**config.mk**
```make
export PLATFORM = sky130hd
export DESIGN_NAME = mgmt_frame_monitor
export DESIGN_NICKNAME = d
export VERILOG_FILES = /design/src/rtl/mfm_pkg.sv /design/src/rtl/mfm_sync.sv /design/src/rtl/mfm_stall.sv /design/src/rtl/mfm_frame.sv /design/src/rtl/mgmt_frame_monitor.sv
export SDC_FILE = /design/constraint.sdc
export NUM_CORES = 1
export LEC_CHECK = 0
export ABC_AREA = 0
export BUFFER_PORTS_ARGS = -buffer_cell sky130_fd_sc_hd__buf_4
export CORE_ASPECT_RATIO = 0.75
export CORE_MARGIN = 3
export CORE_UTILIZATION = 50
export DETAILED_ROUTE_END_ITERATION = 12
export PLACE_DENSITY = 0.66
export SKIP_LAST_GASP = 1
export SLEW_MARGIN = 20
export SYNTH_ARGS = -nofsm -noshare
export SYNTH_HDL_FRONTEND = slang
export SYNTH_SLANG_ARGS = --single-unit
```
**constraint.sdc**
```tcl
create_clock -name clk_i -period 7.2 [get_ports clk_i]
set_input_delay 1.44 -clock clk_i [delete_from_list [all_inputs] [get_ports clk_i]]
set_output_delay 1.44 -clock clk_i [all_outputs]
set_load 0.01 [all_outputs]
```
**src/rtl/mfm_pkg.sv**
```systemverilog
package mfm_pkg;
  typedef enum logic [3:0] {
    ST_PRE, ST_SFD0, ST_SFD1, ST_OP0, ST_OP1,
    ST_PHY, ST_REG, ST_TA0, ST_TA1, ST_DATA, ST_SKIP
  } mfm_state_e;

  typedef enum logic [2:0] {
    CAUSE_NONE  = 3'd0,
    CAUSE_PRE   = 3'd1,
    CAUSE_SFD   = 3'd2,
    CAUSE_OP    = 3'd3,
    CAUSE_TA    = 3'd4,
    CAUSE_STALL = 3'd5
  } mfm_cause_e;
endpackage

```
**src/rtl/mfm_sync.sv**
```systemverilog
module mfm_sync #(
  parameter int STAGES = 2
) (
  input  logic clk_i,
  input  logic rst_ni,
  input  logic mgmt_clk_i,
  input  logic mgmt_data_i,
  output logic rise_o,
  output logic bit_o
);
  logic [STAGES-1:0] clk_sh_q, dat_sh_q;
  logic              clk_prev_q;

  always_ff @(posedge clk_i or negedge rst_ni) begin
    if (!rst_ni) begin
      clk_sh_q   <= '0;
      dat_sh_q   <= '0;
      clk_prev_q <= 1'b0;
    end else begin
      clk_sh_q   <= {clk_sh_q[STAGES-2:0], mgmt_clk_i};
      dat_sh_q   <= {dat_sh_q[STAGES-2:0], mgmt_data_i};
      clk_prev_q <= clk_sh_q[STAGES-1];
    end
  end

  assign rise_o = clk_sh_q[STAGES-1] & ~clk_prev_q;
  assign bit_o  = dat_sh_q[STAGES-1];
endmodule

```
**src/rtl/mfm_stall.sv**
```systemverilog
module mfm_stall #(
  parameter int CNT_W = 20,
  parameter int IDX_W = 6
) (
  input  logic             clk_i,
  input  logic             rst_ni,
  input  logic             rise_i,
  input  logic             en_i,
  input  logic [IDX_W-1:0] bit_cnt_i,
  output logic             stall_o
);
  localparam int PW = CNT_W + IDX_W + 2;

  logic [CNT_W-1:0] gap_q, span_q;
  logic [CNT_W:0]   span_sum;
  logic [IDX_W-1:0] nint;
  logic [PW-1:0]    lhs, rhs;

  // gap_q: system clocks since last edge, minus one; span_q: first edge to last edge
  assign span_sum = {1'b0, span_q} + {1'b0, gap_q} + 1'b1;

  always_ff @(posedge clk_i or negedge rst_ni) begin
    if (!rst_ni) begin
      gap_q  <= '0;
      span_q <= '0;
    end else if (rise_i) begin
      gap_q <= '0;
      if (bit_cnt_i == '0)      span_q <= '0;
      else if (span_sum[CNT_W]) span_q <= '1;
      else                      span_q <= span_sum[CNT_W-1:0];
    end else if (!(&gap_q)) begin
      gap_q <= gap_q + 1'b1;
    end
  end

  // elapsed * 2 * intervals > 3 * span  <=>  elapsed > 1.5 * average period
  assign nint = bit_cnt_i - 1'b1;
  assign lhs  = PW'({1'b0, gap_q} + 1'b1) * PW'(nint) * PW'(2);
  assign rhs  = PW'(span_q) * PW'(3);

  assign stall_o = en_i && !rise_i && (bit_cnt_i > IDX_W'(1)) && (lhs > rhs);
endmodule

```
**src/rtl/mfm_frame.sv**
```systemverilog
module mfm_frame
  import mfm_pkg::*;
#(
  parameter int PRE_LEN   = 32,
  parameter int ADDR_W    = 5,
  parameter int DATA_W    = 16,
  parameter int SKIP_BITS = 64,
  parameter int IDX_W     = $clog2(SKIP_BITS)
) (
  input  logic              clk_i,
  input  logic              rst_ni,
  input  logic              rise_i,
  input  logic              bit_i,
  input  logic              stall_i,
  output logic [IDX_W-1:0]  bit_cnt_o,
  output logic              skip_o,
  output logic              frame_valid_o,
  output logic              frame_read_o,
  output logic [ADDR_W-1:0] frame_phy_o,
  output logic [ADDR_W-1:0] frame_reg_o,
  output logic [DATA_W-1:0] frame_data_o,
  output logic              error_valid_o,
  output logic [2:0]        error_cause_o
);
  localparam int FLD_W = $clog2(DATA_W + 1);
  localparam logic [IDX_W-1:0] PRE_LAST  = IDX_W'(PRE_LEN - 1);
  localparam logic [IDX_W-1:0] SKIP_LAST = IDX_W'(SKIP_BITS - 1);
  localparam logic [FLD_W-1:0] ADDR_LAST = FLD_W'(ADDR_W - 1);
  localparam logic [FLD_W-1:0] DATA_LAST = FLD_W'(DATA_W - 1);

  mfm_state_e        state_q;
  logic [IDX_W-1:0]  bit_cnt_q;
  logic [FLD_W-1:0]  fld_q;
  logic              op0_q;
  logic [ADDR_W-1:0] phy_sh_q, reg_sh_q;
  logic [DATA_W-1:0] data_sh_q;

  always_ff @(posedge clk_i or negedge rst_ni) begin
    if (!rst_ni) begin
      state_q       <= ST_PRE;
      bit_cnt_q     <= '0;
      fld_q         <= '0;
      op0_q         <= 1'b0;
      phy_sh_q      <= '0;
      reg_sh_q      <= '0;
      data_sh_q     <= '0;
      frame_valid_o <= 1'b0;
      frame_read_o  <= 1'b0;
      frame_phy_o   <= '0;
      frame_reg_o   <= '0;
      frame_data_o  <= '0;
      error_valid_o <= 1'b0;
      error_cause_o <= CAUSE_NONE;
    end else begin
      frame_valid_o <= 1'b0;
      error_valid_o <= 1'b0;
      if (state_q == ST_SKIP && stall_i) begin
        state_q       <= ST_PRE;
        bit_cnt_q     <= '0;
        error_valid_o <= 1'b1;
        error_cause_o <= CAUSE_STALL;
      end else if (rise_i) begin
        bit_cnt_q <= bit_cnt_q + 1'b1;
        unique case (state_q)
          ST_PRE: begin
            if (!bit_i && bit_cnt_q == '0) begin
              state_q <= ST_SFD1;           // no preamble: this is the first start bit
            end else if (!bit_i) begin
              state_q       <= ST_SKIP;
              error_valid_o <= 1'b1;
              error_cause_o <= CAUSE_PRE;
            end else if (bit_cnt_q == PRE_LAST) begin
              state_q <= ST_SFD0;
            end
          end
          ST_SFD0: begin
            if (bit_i) begin
              state_q       <= ST_SKIP;
              error_valid_o <= 1'b1;
              error_cause_o <= CAUSE_SFD;
            end else begin
              state_q <= ST_SFD1;
            end
          end
          ST_SFD1: begin
            if (!bit_i) begin
              state_q       <= ST_SKIP;
              error_valid_o <= 1'b1;
              error_cause_o <= CAUSE_SFD;
            end else begin
              state_q <= ST_OP0;
            end
          end
          ST_OP0: begin
            op0_q   <= bit_i;
            state_q <= ST_OP1;
          end
          ST_OP1: begin
            if (bit_i == op0_q) begin
              state_q       <= ST_SKIP;
              error_valid_o <= 1'b1;
              error_cause_o <= CAUSE_OP;
            end else begin
              state_q <= ST_PHY;
              fld_q   <= '0;
            end
          end
          ST_PHY: begin
            phy_sh_q <= {phy_sh_q[ADDR_W-2:0], bit_i};
            fld_q    <= fld_q + 1'b1;
            if (fld_q == ADDR_LAST) begin
              state_q <= ST_REG;
              fld_q   <= '0;
            end
          end
          ST_REG: begin
            reg_sh_q <= {reg_sh_q[ADDR_W-2:0], bit_i};
            fld_q    <= fld_q + 1'b1;
            if (fld_q == ADDR_LAST) state_q <= ST_TA0;
          end
          ST_TA0: begin
            // read: bus released by the master here, value not checked
            if (!op0_q && !bit_i) begin
              state_q       <= ST_SKIP;
              error_valid_o <= 1'b1;
              error_cause_o <= CAUSE_TA;
            end else begin
              state_q <= ST_TA1;
            end
          end
          ST_TA1: begin
            if (bit_i) begin
              state_q       <= ST_SKIP;
              error_valid_o <= 1'b1;
              error_cause_o <= CAUSE_TA;
            end else begin
              state_q <= ST_DATA;
              fld_q   <= '0;
            end
          end
          ST_DATA: begin
            data_sh_q <= {data_sh_q[DATA_W-2:0], bit_i};
            fld_q     <= fld_q + 1'b1;
            if (fld_q == DATA_LAST) begin
              state_q       <= ST_PRE;
              bit_cnt_q     <= '0;
              frame_valid_o <= 1'b1;
              frame_read_o  <= op0_q;
              frame_phy_o   <= phy_sh_q;
              frame_reg_o   <= reg_sh_q;
              frame_data_o  <= {data_sh_q[DATA_W-2:0], bit_i};
            end
          end
          ST_SKIP: begin
            if (bit_cnt_q == SKIP_LAST) begin
              state_q   <= ST_PRE;
              bit_cnt_q <= '0;
            end
          end
          default: begin
            state_q   <= ST_PRE;
            bit_cnt_q <= '0;
          end
        endcase
      end
    end
  end

  assign bit_cnt_o = bit_cnt_q;
  assign skip_o    = (state_q == ST_SKIP);
endmodule

```
**src/rtl/mgmt_frame_monitor.sv**
```systemverilog
module mgmt_frame_monitor #(
  parameter int SYNC_STAGES = 2,
  parameter int PRE_LEN     = 32,
  parameter int ADDR_W      = 5,
  parameter int DATA_W      = 16,
  parameter int SKIP_BITS   = 64,
  parameter int CNT_W       = 20
) (
  input  logic              clk_i,
  input  logic              rst_ni,
  input  logic              mgmt_clk_i,
  input  logic              mgmt_data_i,
  output logic              frame_valid_o,
  output logic              frame_read_o,
  output logic [ADDR_W-1:0] frame_phy_o,
  output logic [ADDR_W-1:0] frame_reg_o,
  output logic [DATA_W-1:0] frame_data_o,
  output logic              error_valid_o,
  output logic [2:0]        error_cause_o
);
  localparam int IDX_W = $clog2(SKIP_BITS);

  logic             rise, bit_s, stall, in_skip;
  logic [IDX_W-1:0] bit_cnt;

  mfm_sync #(.STAGES(SYNC_STAGES)) u_sync (
    .clk_i       (clk_i),
    .rst_ni      (rst_ni),
    .mgmt_clk_i  (mgmt_clk_i),
    .mgmt_data_i (mgmt_data_i),
    .rise_o      (rise),
    .bit_o       (bit_s)
  );

  mfm_stall #(.CNT_W(CNT_W), .IDX_W(IDX_W)) u_stall (
    .clk_i     (clk_i),
    .rst_ni    (rst_ni),
    .rise_i    (rise),
    .en_i      (in_skip),
    .bit_cnt_i (bit_cnt),
    .stall_o   (stall)
  );

  mfm_frame #(
    .PRE_LEN(PRE_LEN), .ADDR_W(ADDR_W), .DATA_W(DATA_W),
    .SKIP_BITS(SKIP_BITS), .IDX_W(IDX_W)
  ) u_frame (
    .clk_i         (clk_i),
    .rst_ni        (rst_ni),
    .rise_i        (rise),
    .bit_i         (bit_s),
    .stall_i       (stall),
    .bit_cnt_o     (bit_cnt),
    .skip_o        (in_skip),
    .frame_valid_o (frame_valid_o),
    .frame_read_o  (frame_read_o),
    .frame_phy_o   (frame_phy_o),
    .frame_reg_o   (frame_reg_o),
    .frame_data_o  (frame_data_o),
    .error_valid_o (error_valid_o),
    .error_cause_o (error_cause_o)
  );
endmodule

```
==> flow_summary_export.csv <==
group,metric,value,unit
outcome,outcome,"completed",
floorplanning,fp.dieW,179.8,um
critical_path,critPathMaxStageDelay,0.53,ns
clocking,cts_made_buffers,17,
critical_path,crit_top_cell,"inv_1",
critical_path,end_kind,"register",
clocking,cts_sinks,118,
clocking,hold_buffers,0,
floorplanning,num_rows,47,
floorplanning,core_area,22170,um2
final_layout,num-fill-cells,1967,
final_layout,syn2layout_area_growth,15.50,%
synth,syn_avg_cell_area,8.522,um2
hold_path,hp-class,"register to register",
power_and_ir_drop,clkPwrFrac,0.223,
synth,yosysWarnings,0,
final_layout,layout_common_cells,"164 x nor2_1, 154 x nand2_1, 134 x inv_1, 117 x dfrtp_1, 97 x ha_1",
floorplanning,ios,36,
floorplanning,die-area,24510,um2
critical_path,cp.arrival,7.18,ns
sta,timing.final.crit_share,0.9514,
final_layout,antenna_cells,0,
sta,setup_tns,0,ns
sta,setup_ws,0.3499,ns
route,drt_iter0_drc,700,
job,maxCapViolations,0,
final_layout,drive_gt1_frac,0.1558,
power_and_ir_drop,p_switching,1725,uW
placed_design,gp_congestion,0.8775,
critical_path,worst_path_max_delay_cell,"fa_1",
power_and_ir_drop,intPower,2259,uW
critical_path,path_class,"register to register",
global_route,grt_use_total,0.2179,
synth,syn_inst,1329,
clocking,clockBufferDepth,2,
global_route,grt_overflow_total,0,
global_route,grt_start_max_net_pins,83,
placed_design,dp_hpwl,20.34,mm
synth,async_flop_share,1.000,
clocking,cts_tree,"yes",
synth,syn_area,11330,um2
route,post_drt_wl_per_cell,15.90,um
sta,worst_slew_pin_slew,0.8397,ns
sta,fmax,146.0,MHz
clocking,htreeDepth,4,
critical_path,path_max_fanout,7,
sta,fin_crit,6.850,ns
synth,seq_area_frac_synth,0.2607,
synth,synth_edf_count,0,
power_and_ir_drop,vdd_ir_drop_max,0.3687,mV
synth,ys_types,63,
critical_path,start_kind,"register",
global_route,antenna_found_initial,1,
route,drc,0,
sta,hold_violations,0,
route,ant_nets,0,
power_and_ir_drop,p_leak,0.006555,uW
critical_path,critPathRequiredTime,7.53,ns
global_route,grt_pass1_vias,8763,
power_and_ir_drop,combPwrFrac,0.561,
route,dr.pass1.iters,5,
clocking,cts-root-buf,"clkbuf_16",
global_route,grt_first_pass_wirelength,44.22,mm
synth,yosys_most_used_dff,"dfrtp_1",
sta,slew_viol_final,0,
clocking,path_clk_slew,0.06,ns
power_and_ir_drop,power.density,304.6,nW/um2
route,routed_wl,26.82,mm
placed_design,port_buffers,35,
power_and_ir_drop,p_sw_frac,0.4329,
floorplanning,start_util,0.5109,
synth,synth_fp_nets,1516,
power_and_ir_drop,power_frac_seq,0.216,
route,via_per_inst,5.579,
synth,yosys_register_bits,118,
clocking,clk_latency,0.41,ns
sta,slew_headroom,0.4387,
placed_design,dpl_worst_slack,-0.2625,ns
floorplanning,fp.dieH,136.3,um
final_layout,nets,1567,
sta,skew,0.01011,ns
final_layout,final_common_cell,"nor2_1",
route,route.vias.total,9412,
sta,setup-violations-final,0,
metal layers:
layer  share of wire  vias up  global-route usage
met2            0.44      242              0.3243
li1                -     4548                   -
met1            0.50     4596              0.3363
met3           0.047       24             0.03263
met4           0.012        2             0.04680
met5         0.00048        -                   0
worst paths after layout:
kind | start | end | slack (ns) | cells past startpoint
max in group asynchronous | rst_ni | u_frame.bit_cnt_o[2] | 5.06 | 2
max reg2reg | u_stall.gap_q[3] | u_frame.bit_cnt_o[0] | 0.35 | 32
min | u_sync.dat_sh_q[0] | u_sync.dat_sh_q[1] | 0.35 | 0
max | u_stall.gap_q[3] | u_frame.bit_cnt_o[0] | 0.35 | 32
min in group asynchronous | rst_ni | u_frame.frame_valid_o | 0.99 | 1
min reg2reg | u_sync.dat_sh_q[0] | u_sync.dat_sh_q[1] | 0.35 | 0
cells by family after synthesis:
family / synth area share
AND/OR/NAND/NOR: 0.1889
AO/OA/AOI/OAI: 0.1484
adder cells (fa/ha/maj): 0.2545
buffers and inverters: 0.05955
flip-flops: 0.2607
XOR/XNOR: 0.05877
multiplexers: 0.02917
synth_stat cells, types with 2 or more instances:
cell | number | area share
o311ai_0 | 3 | 0.0023
nor2b_1 | 16 | 0.0088
xnor2_1 | 43 | 0.033
o22ai_1 | 8 | 0.0044
inv_1 | 135 | 0.045
a31oi_1 | 10 | 0.0055
nand3_1 | 23 | 0.010
o211ai_1 | 6 | 0.0040
o31ai_1 | 4 | 0.0027
dfrtp_1 | 118 | 0.26
a21oi_1 | 76 | 0.034
a21o_1 | 22 | 0.015
or2_2 | 27 | 0.015
a31oi_2 | 2 | 0.0022
o21ai_0 | 68 | 0.030
nand2b_1 | 22 | 0.012
and2_1 | 4 | 0.0022
mux2_2 | 24 | 0.024
a211o_1 | 4 | 0.0031
mux2i_1 | 6 | 0.0053
o21ai_1 | 5 | 0.0022
nand2_1 | 157 | 0.052
a22o_1 | 2 | 0.0015
buf_1 | 2 | 0.00066
and3_1 | 16 | 0.0088
a211oi_1 | 10 | 0.0066
nor3_1 | 17 | 0.0075
buf_2 | 2 | 0.00088
clkbuf_1 | 39 | 0.013
o311a_1 | 2 | 0.0018
fa_1 | 79 | 0.14
nand4_1 | 11 | 0.0061
nor3b_1 | 3 | 0.0020
nor2_1 | 171 | 0.057
o21a_1 | 14 | 0.0093
ha_1 | 104 | 0.11
xor2_1 | 33 | 0.026
o211a_1 | 3 | 0.0027
o21bai_1 | 7 | 0.0046
a41oi_1 | 2 | 0.0015
nor4_1 | 3 | 0.0017
or3_1 | 5 | 0.0028
per-stage QoR:
| stage | total power, uW | util | hold WS (ns) | instances | area [um2] |
|---|---|---|---|---|---|
| 6_report | 3984 | 0.5900 | 0.3469 | 1687 | 13080 |
| 5_1_grt | 4307 | 0.5900 | 0.3637 | 1687 | 13080 |
| 4_1_cts | 3912 | 0.5738 | 0.3486 | 1678 | 12720 |
| 3_5_place_dp | 2965 | 0.5424 | 0.3355 | 1644 | 12030 |
| 3_3_place_gp | 2919 | 0.5424 | 0.3399 | 1644 | 12030 |
| 2_1_floorplan | 2342 | - | 0.3312 | 1329 | 11330 |
power by group through the flow:
stage,clock (uW),combinational (uW),sequential [uW]
2_1_floorplan,0,1540,805
3_3_place_gp,0,2050,864
3_5_place_dp,0,2100,866
4_1_cts,898,2160,854
5_1_grt,931,2500,874
6_report,889,2230,861
final cells by class:
| class | count | area, um2 | share of cell area |
|---|---|---|---|
| clock inverter | 15 | 192.7 | 0.01473 |
| sequential | 118 | 2954 | 0.2258 |
| tap | 294 | 367.9 | 0.02812 |
| multi-input combinational | 1032 | 8048 | 0.6152 |
| clock buffer | 17 | 425.4 | 0.03252 |
| timing repair buffer | 75 | 583.1 | 0.04457 |
| inverter | 136 | 510.5 | 0.03902 |
registers in the layout, summed over array words and instances, names as in the netlist:
register,cells
u_frame.error_cause_o,3
u_sync.clk_sh_q,2
u_stall.gap_q,20
u_frame.frame_reg_o,5
u_frame.frame_read_o,1
u_frame.frame_valid_o,1
u_frame.fld_q,5
u_frame.data_sh_q,15
u_frame.error_valid_o,1
u_frame.bit_cnt_o,6
u_sync.dat_sh_q,2
u_frame.frame_data_o,16
u_sync.clk_prev_q,1
u_frame.op0_q,1
u_frame.reg_sh_q,5
u_frame.phy_sh_q,5
u_frame.frame_phy_o,5
u_frame.state_q,4
u_stall.span_q,20
worst max-delay path, delay by kind of cell, from the launching register on:
family	cells	cell delay [ns]
XOR/XNOR	2	0.44
buffers and inverters	5	0.40
AND/OR/NAND/NOR	13	1.91
AO/OA/AOI/OAI	6	1.24
multiplexers	1	0.17
flip-flops	1	0.39
adder cells (fa/ha/maj)	5	2.18
what timing repair did:
item | in CTS | in global routing
buffers inserted | 2 | 9
pin swaps | 1 | 15
gates cloned | 0 | 0
gates resized for setup | 10 | 55
setup endpoints to repair | 11 | 12
Note: power is estimated with default switching activity, not from simulation.
